<file path="src/rtl/lnspr_pkg.sv">
`timescale 1ns/1ps
package lnspr_pkg;
  // default geometry of the log-domain word and exponent tables
  localparam int LOG_W_DEF      = 18;
  localparam int FRAC_W_DEF     = 12;
  localparam int EXP_W_DEF      = 16;
  localparam int EXP_FRAC_W_DEF = 8;
  localparam int ORDERS_DEF     = 21;

  // class of an incoming LNS word
  typedef enum logic [1:0] {
    LNS_NUM  = 2'd0,
    LNS_ZERO = 2'd1,
    LNS_NAN  = 2'd2
  } lns_class_e;
endpackage

</file>
<file path="src/rtl/lnspr_exp_table.sv">
`timescale 1ns/1ps
module lnspr_exp_table #(
  parameter int EXP_W  = 16,
  parameter int ORDERS = 21,
  parameter int IDX_W  = 5
) (
  input  logic             clk,
  input  logic             rst_n,
  input  logic             wr_en,
  input  logic [IDX_W-1:0] wr_idx,
  input  logic [EXP_W-1:0] wr_e1,
  input  logic [EXP_W-1:0] wr_e2,
  input  logic             rd_en,
  input  logic [IDX_W-1:0] rd_idx,
  output logic [EXP_W-1:0] rd_e1,
  output logic [EXP_W-1:0] rd_e2,
  output logic             rd_bad
);
  localparam logic [IDX_W-1:0] TOP_IDX = IDX_W'(ORDERS - 1);

  logic [EXP_W-1:0] e1_q [ORDERS];
  logic [EXP_W-1:0] e2_q [ORDERS];

  for (genvar g = 0; g < ORDERS; g++) begin : g_entry
    always_ff @(posedge clk or negedge rst_n) begin
      if (!rst_n) begin
        e1_q[g] <= '0;
        e2_q[g] <= '0;
      end else if (wr_en && wr_idx == IDX_W'(g)) begin
        e1_q[g] <= wr_e1;
        e2_q[g] <= wr_e2;
      end
    end

    // a write aimed past the last order leaves every entry untouched
    p_bad_addr_r8: assert property (@(posedge clk) disable iff (!rst_n)
      (wr_en && wr_idx > TOP_IDX) |=> ($stable(e1_q[g]) && $stable(e2_q[g])));
  end

  // registered read; old contents are seen when a write lands on the same edge
  always_ff @(posedge clk or negedge rst_n) begin
    if (!rst_n) begin
      rd_e1  <= '0;
      rd_e2  <= '0;
      rd_bad <= 1'b0;
    end else if (rd_en) begin
      rd_bad <= rd_idx > TOP_IDX;
      if (rd_idx <= TOP_IDX) begin
        rd_e1 <= e1_q[rd_idx];
        rd_e2 <= e2_q[rd_idx];
      end else begin
        rd_e1 <= '0;
        rd_e2 <= '0;
      end
    end
  end
endmodule

</file>
<file path="src/rtl/lnspr_scale.sv">
`timescale 1ns/1ps
module lnspr_scale #(
  parameter int LOG_W = 18,
  parameter int EXP_W = 16,
  parameter int PROD_W = LOG_W + EXP_W
) (
  input  logic                     clk,
  input  logic                     en,
  input  logic [LOG_W-1:0]         log_in,
  input  logic [EXP_W-1:0]         exp_in,
  output logic signed [PROD_W-1:0] prod_q
);
  // signed log times unsigned exponent; magnitude fits PROD_W bits
  logic signed [PROD_W-1:0] prod_d;
  assign prod_d = $signed(log_in) * $signed({1'b0, exp_in});

  always_ff @(posedge clk) begin
    if (en) prod_q <= prod_d;
  end
endmodule

</file>
<file path="src/rtl/lnspr_sub_sat.sv">
`timescale 1ns/1ps
module lnspr_sub_sat #(
  parameter int PROD_W = 34,
  parameter int LOG_W  = 18,
  parameter int DROP_W = 8
) (
  input  logic signed [PROD_W-1:0] p_num,
  input  logic signed [PROD_W-1:0] p_den,
  output logic [LOG_W-1:0]         field
);
  localparam int DIFF_W = PROD_W + 1;
  localparam logic signed [DIFF_W-1:0] MAX_S = DIFF_W'((2 ** (LOG_W - 1)) - 1);
  localparam logic signed [DIFF_W-1:0] MIN_S = -MAX_S;
  localparam logic [LOG_W-1:0] MAX_F = {1'b0, {(LOG_W-1){1'b1}}};
  localparam logic [LOG_W-1:0] MIN_F = {1'b1, {(LOG_W-2){1'b0}}, 1'b1};

  logic signed [DIFF_W-1:0] diff;
  logic signed [DIFF_W-1:0] shifted;

  always_comb begin
    diff    = {p_num[PROD_W-1], p_num} - {p_den[PROD_W-1], p_den};
    shifted = diff >>> DROP_W;          // floor: truncation toward minus infinity
    if (shifted > MAX_S)      field = MAX_F;
    else if (shifted < MIN_S) field = MIN_F;
    else                      field = shifted[LOG_W-1:0];
  end
endmodule

</file>
<file path="src/rtl/lnspr_power_ratio.sv">
`timescale 1ns/1ps
module lnspr_power_ratio
  import lnspr_pkg::*;
#(
  parameter int LOG_W      = LOG_W_DEF,
  parameter int EXP_W      = EXP_W_DEF,
  parameter int EXP_FRAC_W = EXP_FRAC_W_DEF,
  parameter int ORDERS     = ORDERS_DEF,
  parameter int IDX_W      = $clog2(ORDERS)
) (
  input  logic             clk,
  input  logic             rst_n,
  input  logic             in_valid,
  output logic             in_ready,
  input  logic [LOG_W:0]   in_a,
  input  logic [LOG_W:0]   in_b,
  input  logic [IDX_W-1:0] in_order,
  output logic             out_valid,
  input  logic             out_ready,
  output logic [LOG_W:0]   out_z,
  input  logic             tbl_wr_en,
  input  logic [IDX_W-1:0] tbl_wr_idx,
  input  logic [EXP_W-1:0] tbl_wr_e1,
  input  logic [EXP_W-1:0] tbl_wr_e2
);
  localparam int PROD_W = LOG_W + EXP_W;
  localparam logic [LOG_W-1:0] FIELD_MIN = {1'b1, {(LOG_W-1){1'b0}}};
  localparam logic [LOG_W:0]   ZERO_CODE = {1'b0, FIELD_MIN};
  localparam logic [LOG_W:0]   NAN_CODE  = {1'b1, FIELD_MIN};

  function automatic lns_class_e classify(input logic [LOG_W:0] v);
    if (v[LOG_W-1:0] != FIELD_MIN) return LNS_NUM;
    else if (v[LOG_W])             return LNS_NAN;
    else                           return LNS_ZERO;
  endfunction

  // whole-pipe advance: output empty or being drained
  logic advance, accept;
  assign advance  = !out_valid || out_ready;
  assign in_ready = advance;
  assign accept   = in_valid && advance;

  // stage 1: operand fields, special flag, table read
  logic             v1, spec1;
  logic [LOG_W-1:0] a1, b1;
  logic [EXP_W-1:0] e1_s1, e2_s1;
  logic             bad_s1;

  lnspr_exp_table #(.EXP_W(EXP_W), .ORDERS(ORDERS), .IDX_W(IDX_W)) u_table (
    .clk(clk), .rst_n(rst_n),
    .wr_en(tbl_wr_en), .wr_idx(tbl_wr_idx), .wr_e1(tbl_wr_e1), .wr_e2(tbl_wr_e2),
    .rd_en(accept), .rd_idx(in_order),
    .rd_e1(e1_s1), .rd_e2(e2_s1), .rd_bad(bad_s1)
  );

  always_ff @(posedge clk or negedge rst_n) begin
    if (!rst_n) begin
      v1    <= 1'b0;
      spec1 <= 1'b0;
      a1    <= '0;
      b1    <= '0;
    end else if (advance) begin
      v1 <= in_valid;
      if (in_valid) begin
        spec1 <= (classify(in_a) != LNS_NUM) || (classify(in_b) != LNS_NUM);
        a1    <= in_a[LOG_W-1:0];
        b1    <= in_b[LOG_W-1:0];
      end
    end
  end

  // stage 2: two products
  logic                     v2, nan2;
  logic signed [PROD_W-1:0] p_num, p_den;

  lnspr_scale #(.LOG_W(LOG_W), .EXP_W(EXP_W), .PROD_W(PROD_W)) u_scale_num (
    .clk(clk), .en(advance), .log_in(a1), .exp_in(e1_s1), .prod_q(p_num)
  );
  lnspr_scale #(.LOG_W(LOG_W), .EXP_W(EXP_W), .PROD_W(PROD_W)) u_scale_den (
    .clk(clk), .en(advance), .log_in(b1), .exp_in(e2_s1), .prod_q(p_den)
  );

  always_ff @(posedge clk or negedge rst_n) begin
    if (!rst_n) begin
      v2   <= 1'b0;
      nan2 <= 1'b0;
    end else if (advance) begin
      v2   <= v1;
      nan2 <= spec1 || bad_s1;
    end
  end

  // stage 3: subtract, truncate, saturate
  logic [LOG_W-1:0] field3;

  lnspr_sub_sat #(.PROD_W(PROD_W), .LOG_W(LOG_W), .DROP_W(EXP_FRAC_W)) u_sub_sat (
    .p_num(p_num), .p_den(p_den), .field(field3)
  );

  always_ff @(posedge clk or negedge rst_n) begin
    if (!rst_n) begin
      out_valid <= 1'b0;
      out_z     <= '0;
    end else if (advance) begin
      out_valid <= v2;
      out_z     <= nan2 ? NAN_CODE : {1'b0, field3};
    end
  end

  // a set sign bit only ever appears in the NaN word
  p_sign_clear_r2: assert property (@(posedge clk) disable iff (!rst_n)
    out_valid |-> (!out_z[LOG_W] || out_z == NAN_CODE));

  // the zero word is never produced
  p_no_zero_code_r6: assert property (@(posedge clk) disable iff (!rst_n)
    out_valid |-> (out_z != ZERO_CODE));

  // a refused result stays put
  p_hold_r4: assert property (@(posedge clk) disable iff (!rst_n)
    (out_valid && !out_ready) |=> (out_valid && $stable(out_z)));

  // nothing is taken in while the output is blocked
  p_block_in_r4: assert property (@(posedge clk) disable iff (!rst_n)
    (out_valid && !out_ready && in_valid) |=> $stable(v1) && $stable(a1));
endmodule

</file>
<file path="config.mk">
export PLATFORM = sky130hd
export DESIGN_NAME = lnspr_power_ratio
export DESIGN_NICKNAME = d
export VERILOG_FILES = /design/src/rtl/lnspr_pkg.sv /design/src/rtl/lnspr_exp_table.sv /design/src/rtl/lnspr_scale.sv /design/src/rtl/lnspr_sub_sat.sv /design/src/rtl/lnspr_power_ratio.sv
export SDC_FILE = /design/constraint.sdc
export NUM_CORES = 2
export LEC_CHECK = 0
export BUFFER_PORTS_ARGS = -buffer_cell sky130_fd_sc_hd__buf_2
export CORE_MARGIN = 5
export CORE_UTILIZATION = 40
export DETAILED_ROUTE_END_ITERATION = 10
export PLACE_DENSITY_LB_ADDON = 0.1
export RECOVER_POWER = 100
export REMOVE_ABC_BUFFERS = 1
export SETUP_SLACK_MARGIN = 0.4
export SLEW_MARGIN = 20
export SYNTH_ARGS = -nofsm -noshare
export SYNTH_HDL_FRONTEND = slang
export SYNTH_HIERARCHICAL = 1
export SYNTH_SLANG_ARGS = --single-unit
</file>
<file path="constraint.sdc">
create_clock -name clk -period 9.8 [get_ports clk]
set_input_delay 1.47 -clock clk [delete_from_list [all_inputs] [get_ports clk]]
set_output_delay 1.47 -clock clk [all_outputs]
set_load 0.005 [all_outputs]
</file>
Word-level counts from Yosys, hierarchy flattened
Index checks and enable logic that the tools add are counted.
{"block": "word_totals", "register_bits": 833, "latchBits": 0, "ramBits": 0, "mem_bits_ro": 0, "output_inout_bits": 21, "wordCells": 135, "memories": 0}
{"block": "classes", "add_sub_neg": 1, "mul": 2, "n_div": 0, "n_lt_le_gt_ge": 5, "n_eq_ne": 22, "shifts": 0, "n_mux": 19, "bitwise_logic": 1, "reduce_logical": 30}
{"operator": "$bmux 16 s5", "count": 2}
{"operator": "$mux 16", "count": 6}
{"operator": "$mul 18x17->34", "count": 2}
{"operator": "$eq 5x4->1 const B", "count": 8}
{"operator": "$mux 18", "count": 2}
{"operator": "$ne 18x18->1 const B", "count": 2}
{"operator": "$sub 34x34->35", "count": 1}
{"operator": "$gt 27x18->1 const B", "count": 1}
{"operator": "$lt 27x18->1 const B", "count": 1}
{"operator": "$eq 5x5->1 const B", "count": 5}
{"operator": "$logic_and 1x1->1", "count": 22}
{"operator": "$eq 5x3->1 const B", "count": 4}
{"operator": "$mux 19", "count": 1}
{"operator": "$mux 2", "count": 8}
{"operator": "$eq 5x2->1 const B", "count": 2}
{"operator": "$ge 6x6->1 const B", "count": 1}
{"operator": "$not 5->6", "count": 1}
{"operator": "$eq 5x1->1 const B", "count": 1}
{"operator": "$gt 5x5->1 const B", "count": 1}
{"operator": "$le 5x5->1 const B", "count": 1}
{"operator": "$logic_not 5->1", "count": 1}
{"operator": "$reduce_bool 2->1", "count": 2}
{"operator": "$logic_or 1x1->1", "count": 3}
{"operator": "$reduce_and 2->1", "count": 1}
{"operator": "$logic_not 1->1", "count": 1}

Logic depth before layout (Yosys ltp)
{"block": "depth", "depth_word": 6, "mapped_depth": 24, "ltp_nobuf": 22}

By module
Netlist, hierarchy kept.
{"mod": "lnspr_exp_table", "instances": 1, "cells_per_inst": 2182, "area_per_inst_um2": 31875.6}
{"mod": "lnspr_scale at u_scale_num", "instances": 1, "cells_per_inst": 1298, "area_per_inst_um2": 12085.3}
{"mod": "lnspr_scale at u_scale_den", "instances": 1, "cells_per_inst": 1282, "area_per_inst_um2": 11959.0}
{"mod": "lnspr_sub_sat", "instances": 1, "cells_per_inst": 399, "area_per_inst_um2": 2429.8}
{"mod": "lnspr_power_ratio", "instances": 1, "cells_per_inst": 191, "area_per_inst_um2": 2413.6}

Worst setup path before layout
No wires, ideal clock.
{"block": "synth_path", "path_kind": "reg-to-reg", "from": "register u_table.rd_e1[8]", "to": "register u_scale_num.prod_q[31], data pin", "setup_time_ps": 272, "t_arrival_ps": 6083, "t_required_ps": 9528, "slack_ps": 3445, "stages_incl_launch_ff": 24, "path_buffers": 3, "period_less_slack_ps": 6355, "path_cell_list": "dfrtp_1 -> clkbuf_1 -> clkbuf_1 -> nand2_1 -> fa_1 -> inv_1 -> fa_1 -> inv_1 -> fa_1 -> inv_1 -> fa_1 -> fa_1 -> inv_1 -> fa_1 -> inv_1 -> ha_1 -> buf_4 -> and4_1 -> and3_1 -> o21ai_1 -> nand3_2 -> a41o_4 -> and4b_1 -> or4_1"}
{"block": "synth_between", "elab_chain_len": 1}
{"element": "start: declaration", "line": "lnspr_exp_table.sv:15", "text": "output logic [EXP_W-1:0] rd_e1,"}
{"element": "start signal: assignment", "line": "lnspr_exp_table.sv:49", "text": "rd_e1 <= e1_q[rd_idx];"}
{"element": "$mul 18x17->34", "line": "lnspr_scale.sv:15", "text": "assign prod_d = $signed(log_in) * $signed({1'b0, exp_in});"}
{"element": "named net u_scale_num.prod_d[31]", "line": "lnspr_scale.sv:14", "text": "logic signed [PROD_W-1:0] prod_d;"}
{"element": "end signal: assignment", "line": "lnspr_scale.sv:18", "text": "if (en) prod_q <= prod_d;"}
{"element": "end: declaration", "line": "lnspr_scale.sv:11", "text": "output logic signed [PROD_W-1:0] prod_q"}
The timed path passes the listed nets, and every way through them passes these cells.
A chain may end at the register's enable or synchronous reset.

Worst setup path in the final report
{"block": "layout_path", "from": "input out_ready", "to": "register u_table.rd_e1[0]"}
{"block": "layout_between", "elab_chain_len": 2}
{"element": "start: declaration", "line": "lnspr_power_ratio.sv:19", "text": "input logic out_ready,"}
{"element": "$logic_or 1x1->1", "line": "lnspr_power_ratio.sv:39", "text": "assign advance = !out_valid || out_ready;"}
{"element": "$logic_and 1x1->1", "line": "lnspr_power_ratio.sv:41", "text": "assign accept = in_valid && advance;"}
{"element": "named net accept", "line": "lnspr_power_ratio.sv:38", "text": "logic advance, accept;"}
The timed path passes the listed nets, and every way through them passes these cells.

==> flow_summary_export.csv <==
group,metric,value,unit
status,status,"complete, but fails checks",
status,failed_checks,"capacitance limit, slew limit",
placement,gp_congestion,0.797,
drt,drtAntennaViolNets,0,
synth,synth.mux.area_fraction,19.4,%
synth,synthCells,5352,
synth,post_synth_fa_ha_maj_area_fraction,23.2,%
synth,synth_compound_gate_area_share,5.27,%
synth,yosysWarningCount,6,
cts,cts_hold_buf,0,
drt,dr_wl_met3,6580,um
setup_path,r2r.worst_path.cells,18,
global_route,grt_pass1_vias,41400,
setup_path,cp-end-kind,"register",
layout,final_cell_utilization_of_the_core,43.5,%
floorplan,design.die.area,160000,sq um
layout,fillers,14600,
sta,grt_setup_unrepaired,"no",
synth,synthXorXnorAreaFrac,1.24,%
setup_path,data_required_time_of_the_worst_path,10.31,ns
cts,clock_insertion_delay_worst_skew,0.71,ns
drt,vias,38300,
synth,synth_top_cell_by_area,"sky130_fd_sc_hd__dfrtp_1",
synth,count_of_flip_flops_with_a_built_in_enable_after_synthesis,68,
layout,layout.cells.most_common,"sky130_fd_sc_hd__inv_1",
synth,syn-cell-area,60800,sq um
setup_path,worstSetupStartpointType,"input port",
cts,tritoncts_clock_tree,"built",
global_route,antenna_found_initial,18,
synth,synth_flop_cell,"sky130_fd_sc_hd__dfrtp_1",
synth,synthesis.area_per_instance,11.4,sq um
sta,timing.slew.headroom,-310,%
sta,post-route-period-util,77.0,%
cts,clkSinkCount,833,
drt,avgRoutedWirePerCell,21.8,um
sta,finalSetupTns,0,ns
sta,tightest_pin_transition,6.16,ns
sta,clock_skews,0.0583,ns
global_route,global_route_wire_length_before_repair,252000,um
placement,portBuffers,103,
layout,drive_above_1_share,19.6,%
synth,synth_simple_gate_area_share,8.82,%
floorplan,top_level_ports,106,
floorplan,floorplan.initialDensity,40.1,%
cts,cts_buffers,96,
synth,post_synth_num_cell_types,95,
cts,ctsRootBufferMaster,"sky130_fd_sc_hd__clkbuf_16",
global_route,overflow,0,
floorplan,chipWidth,400,um
setup_path,reg2reg_setup_slack,2.62,ns
drt,detail_route.iter0.violations,1901,
setup_path,crit-reg2reg-launch,"u_table/rd_e1[3]",
synth,yosysTopAreaCellShare,31.5,%
cts,cts-htree-levels,3,
worst_hold_path,worst_hold_path.num_cells,1,
drt,total_routed_wirelength,161000,um
cts,cts_resized,0,
worst_hold_path,hp-start,"v2",
layout,nets,6151,
sta,final_count_of_hold_timing_violations,0,
cts,post_cts.repair.setup_buffers,0,
layout,mostFrequentLayoutCells,"sky130_fd_sc_hd__inv_1 (780), sky130_fd_sc_hd__dfrtp_1 (764), sky130_fd_sc_hd__mux2_2 (662), sky130_fd_sc_hd__fa_1 (576), sky130_fd_sc_hd__nand2_1 (488)",
drt,detailroute.wirelength.met2,76200,um
drt,drt_drc_violations_left,0,
floorplan,core.rowCount,143,
drt,uppermost_metal_layer_occupied_by_signal_nets,"met5",
synth,synth.yosys.seq_area_share,34.9,%
cts,maximum_buffer_depth_of_the_clock_tree,3,
sta,max_clock_freq,132,MHz
placement,detailed_place_hpwl,108000,um
sta,min_period,7.55,ns
setup_path,critPathKind,"input port to register",
synth,synth-async-reset-ratio,91.8,%
worst_hold_path,holdCritPathClass,"register to register",
setup_path,maximum_fanout_along_the_worst_path,40,
drt,met1_length,74700,um
flow_run,cap_viol_max_count,32,
floorplan,die_h,400,um
sta,timing.final.setup_violations,0,
setup_path,reg2reg_to,"u_scale_num/prod_q[31]",
global_route,grt_max_degree,117,
drt,drt-vias-per-instance,5.18,
drt,drt_pass1_iterations,5,
sta,slew_violations,1089,
global_route,gr-usage-all-layers,20.6,%
synth,synth.area.top_cells,"sky130_fd_sc_hd__dfrtp_1 (32%), sky130_fd_sc_hd__fa_1 (19%), sky130_fd_sc_hd__mux2_2 (12%), sky130_fd_sc_hd__inv_1 (4.8%), sky130_fd_sc_hd__ha_1 (4.2%)",
layout,syn2layout_area_growth,8.53,%
floorplan,core-area,152000,sq um
worst_hold_path,worstHoldEndpoint,"out_valid",
setup_path,worstPathArrival,8.06,ns
synth,main_combinational_cell_family_by_area_after_synthesis,"adder cells",
cts,clk_pin_slew_worst_paths,0.06,ns
synth,synth_seq_cells,833,
-- logic make-up (layout without fill, tap and decap cells) --
family / after synthesis / after routing
buf+inv: 1117 / 1126
simple gates: 1071 / 1071
xor+xnor: 86 / 86
fa+ha+maj: 781 / 781
other cells: 0 / 9
mux: 999 / 999
flops: 833 / 833
compound gates: 465 / 465
-- through the flow --
stage                     cells  worst slack [ns]  cell area [sq um]  hold WS [ns]
after floorplan            5017              3.21              59300         0.430
after global placement     7216              2.71              63100         0.442
after detailed placement   7216              2.66              63100         0.447
after CTS                  7390              2.65              66300         0.459
after global routing       7392              1.17              65900         0.481
final                      7400              2.25              65900         0.458
-- critical path, cell delays in order --
cell and delay [ns]:
sky130_fd_sc_hd__buf_2 0.10, sky130_fd_sc_hd__nor2b_1 1.11, sky130_fd_sc_hd__clkinvlp_2 1.81, sky130_fd_sc_hd__nand2_2 0.38
sky130_fd_sc_hd__buf_4 0.64, sky130_fd_sc_hd__inv_1 0.48, sky130_fd_sc_hd__and4b_1 0.70, sky130_fd_sc_hd__clkbuf_1 0.72
sky130_fd_sc_hd__a32oi_1 0.44, sky130_fd_sc_hd__o211ai_1 0.15
-- state kept, by name (all words and copies together) (netlist names) --
| register | count |
|---|---|
| a1 | 18 |
| b1 | 18 |
| nan2 | 1 |
| out_valid | 1 |
| out_z | 19 |
| spec1 | 1 |
| u_scale_den/prod_q | 34 |
| u_scale_num/prod_q | 34 |
| u_table/e1_q | 336 |
| u_table/e2_q | 336 |
| u_table/rd_bad | 1 |
| u_table/rd_e1 | 16 |
| u_table/rd_e2 | 16 |
| v1 | 1 |
| v2 | 1 |
-- layer usage --
metal	global-route usage [%]	up-vias
met5	0	-
met4	4.67	6
met3	3.00	194
met2	34.5	618
met1	28.6	20000
li1	-	17500
-- cells in the mapped netlist, drive strengths merged, types with 7 or more instances --
cell and n:
nor3 26, nand3b 22, clkbuf 219, nor2 61
ha 205, xor2 23, nand2 495, a22oi 64
mux2 709, o21bai 8, and3 14, o211ai 43
mux2i 226, a31oi 8, nand2b 12, buf 116
and4 9, a21oi 120, inv 781, or4 7
o21a 13, fa 576, o21ai 72, and2 250
dfrtp 765, or3 12, a21o 25, nand4 15
nor4 10, nor2b 56, xnor2 63, edfxtp 68
nand3 62, a21boi 7, mux4 64, a32oi 32
a211oi 15
-- worst max path at each step --
stage	to	start	cells after the start	slack, ns
final	u_table/rd_e1[0]	out_ready	10	2.25
after global placement	u_scale_den/prod_q[31]	u_table/rd_e2[2]	18	2.71
after detailed placement	u_scale_den/prod_q[31]	u_table/rd_e2[2]	18	2.66
after global routing	a1[2]	rst_n	2	1.17
after CTS	u_scale_den/prod_q[31]	u_table/rd_e2[2]	18	2.65
after floorplan	u_table/rd_e1[0]	out_ready	7	3.21
-- final cells by class --
cell class	instances	area (sq um)	share of cell area (%)
Inverter	782	2940	4.45
Tap cell	2030	2540	3.85
Antenna cell	9	22.5	0.0342
Timing Repair Buffer	170	958	1.45
Clock inverter	32	357	0.541
Clock buffer	142	2860	4.34
Sequential cell	833	21200	32.1
Multi-Input combinational cell	3402	35100	53.2
Power is left out: the tool's default activity adds up to more than one toggle a clock period on the data nets, which glitch-free logic cannot reach.
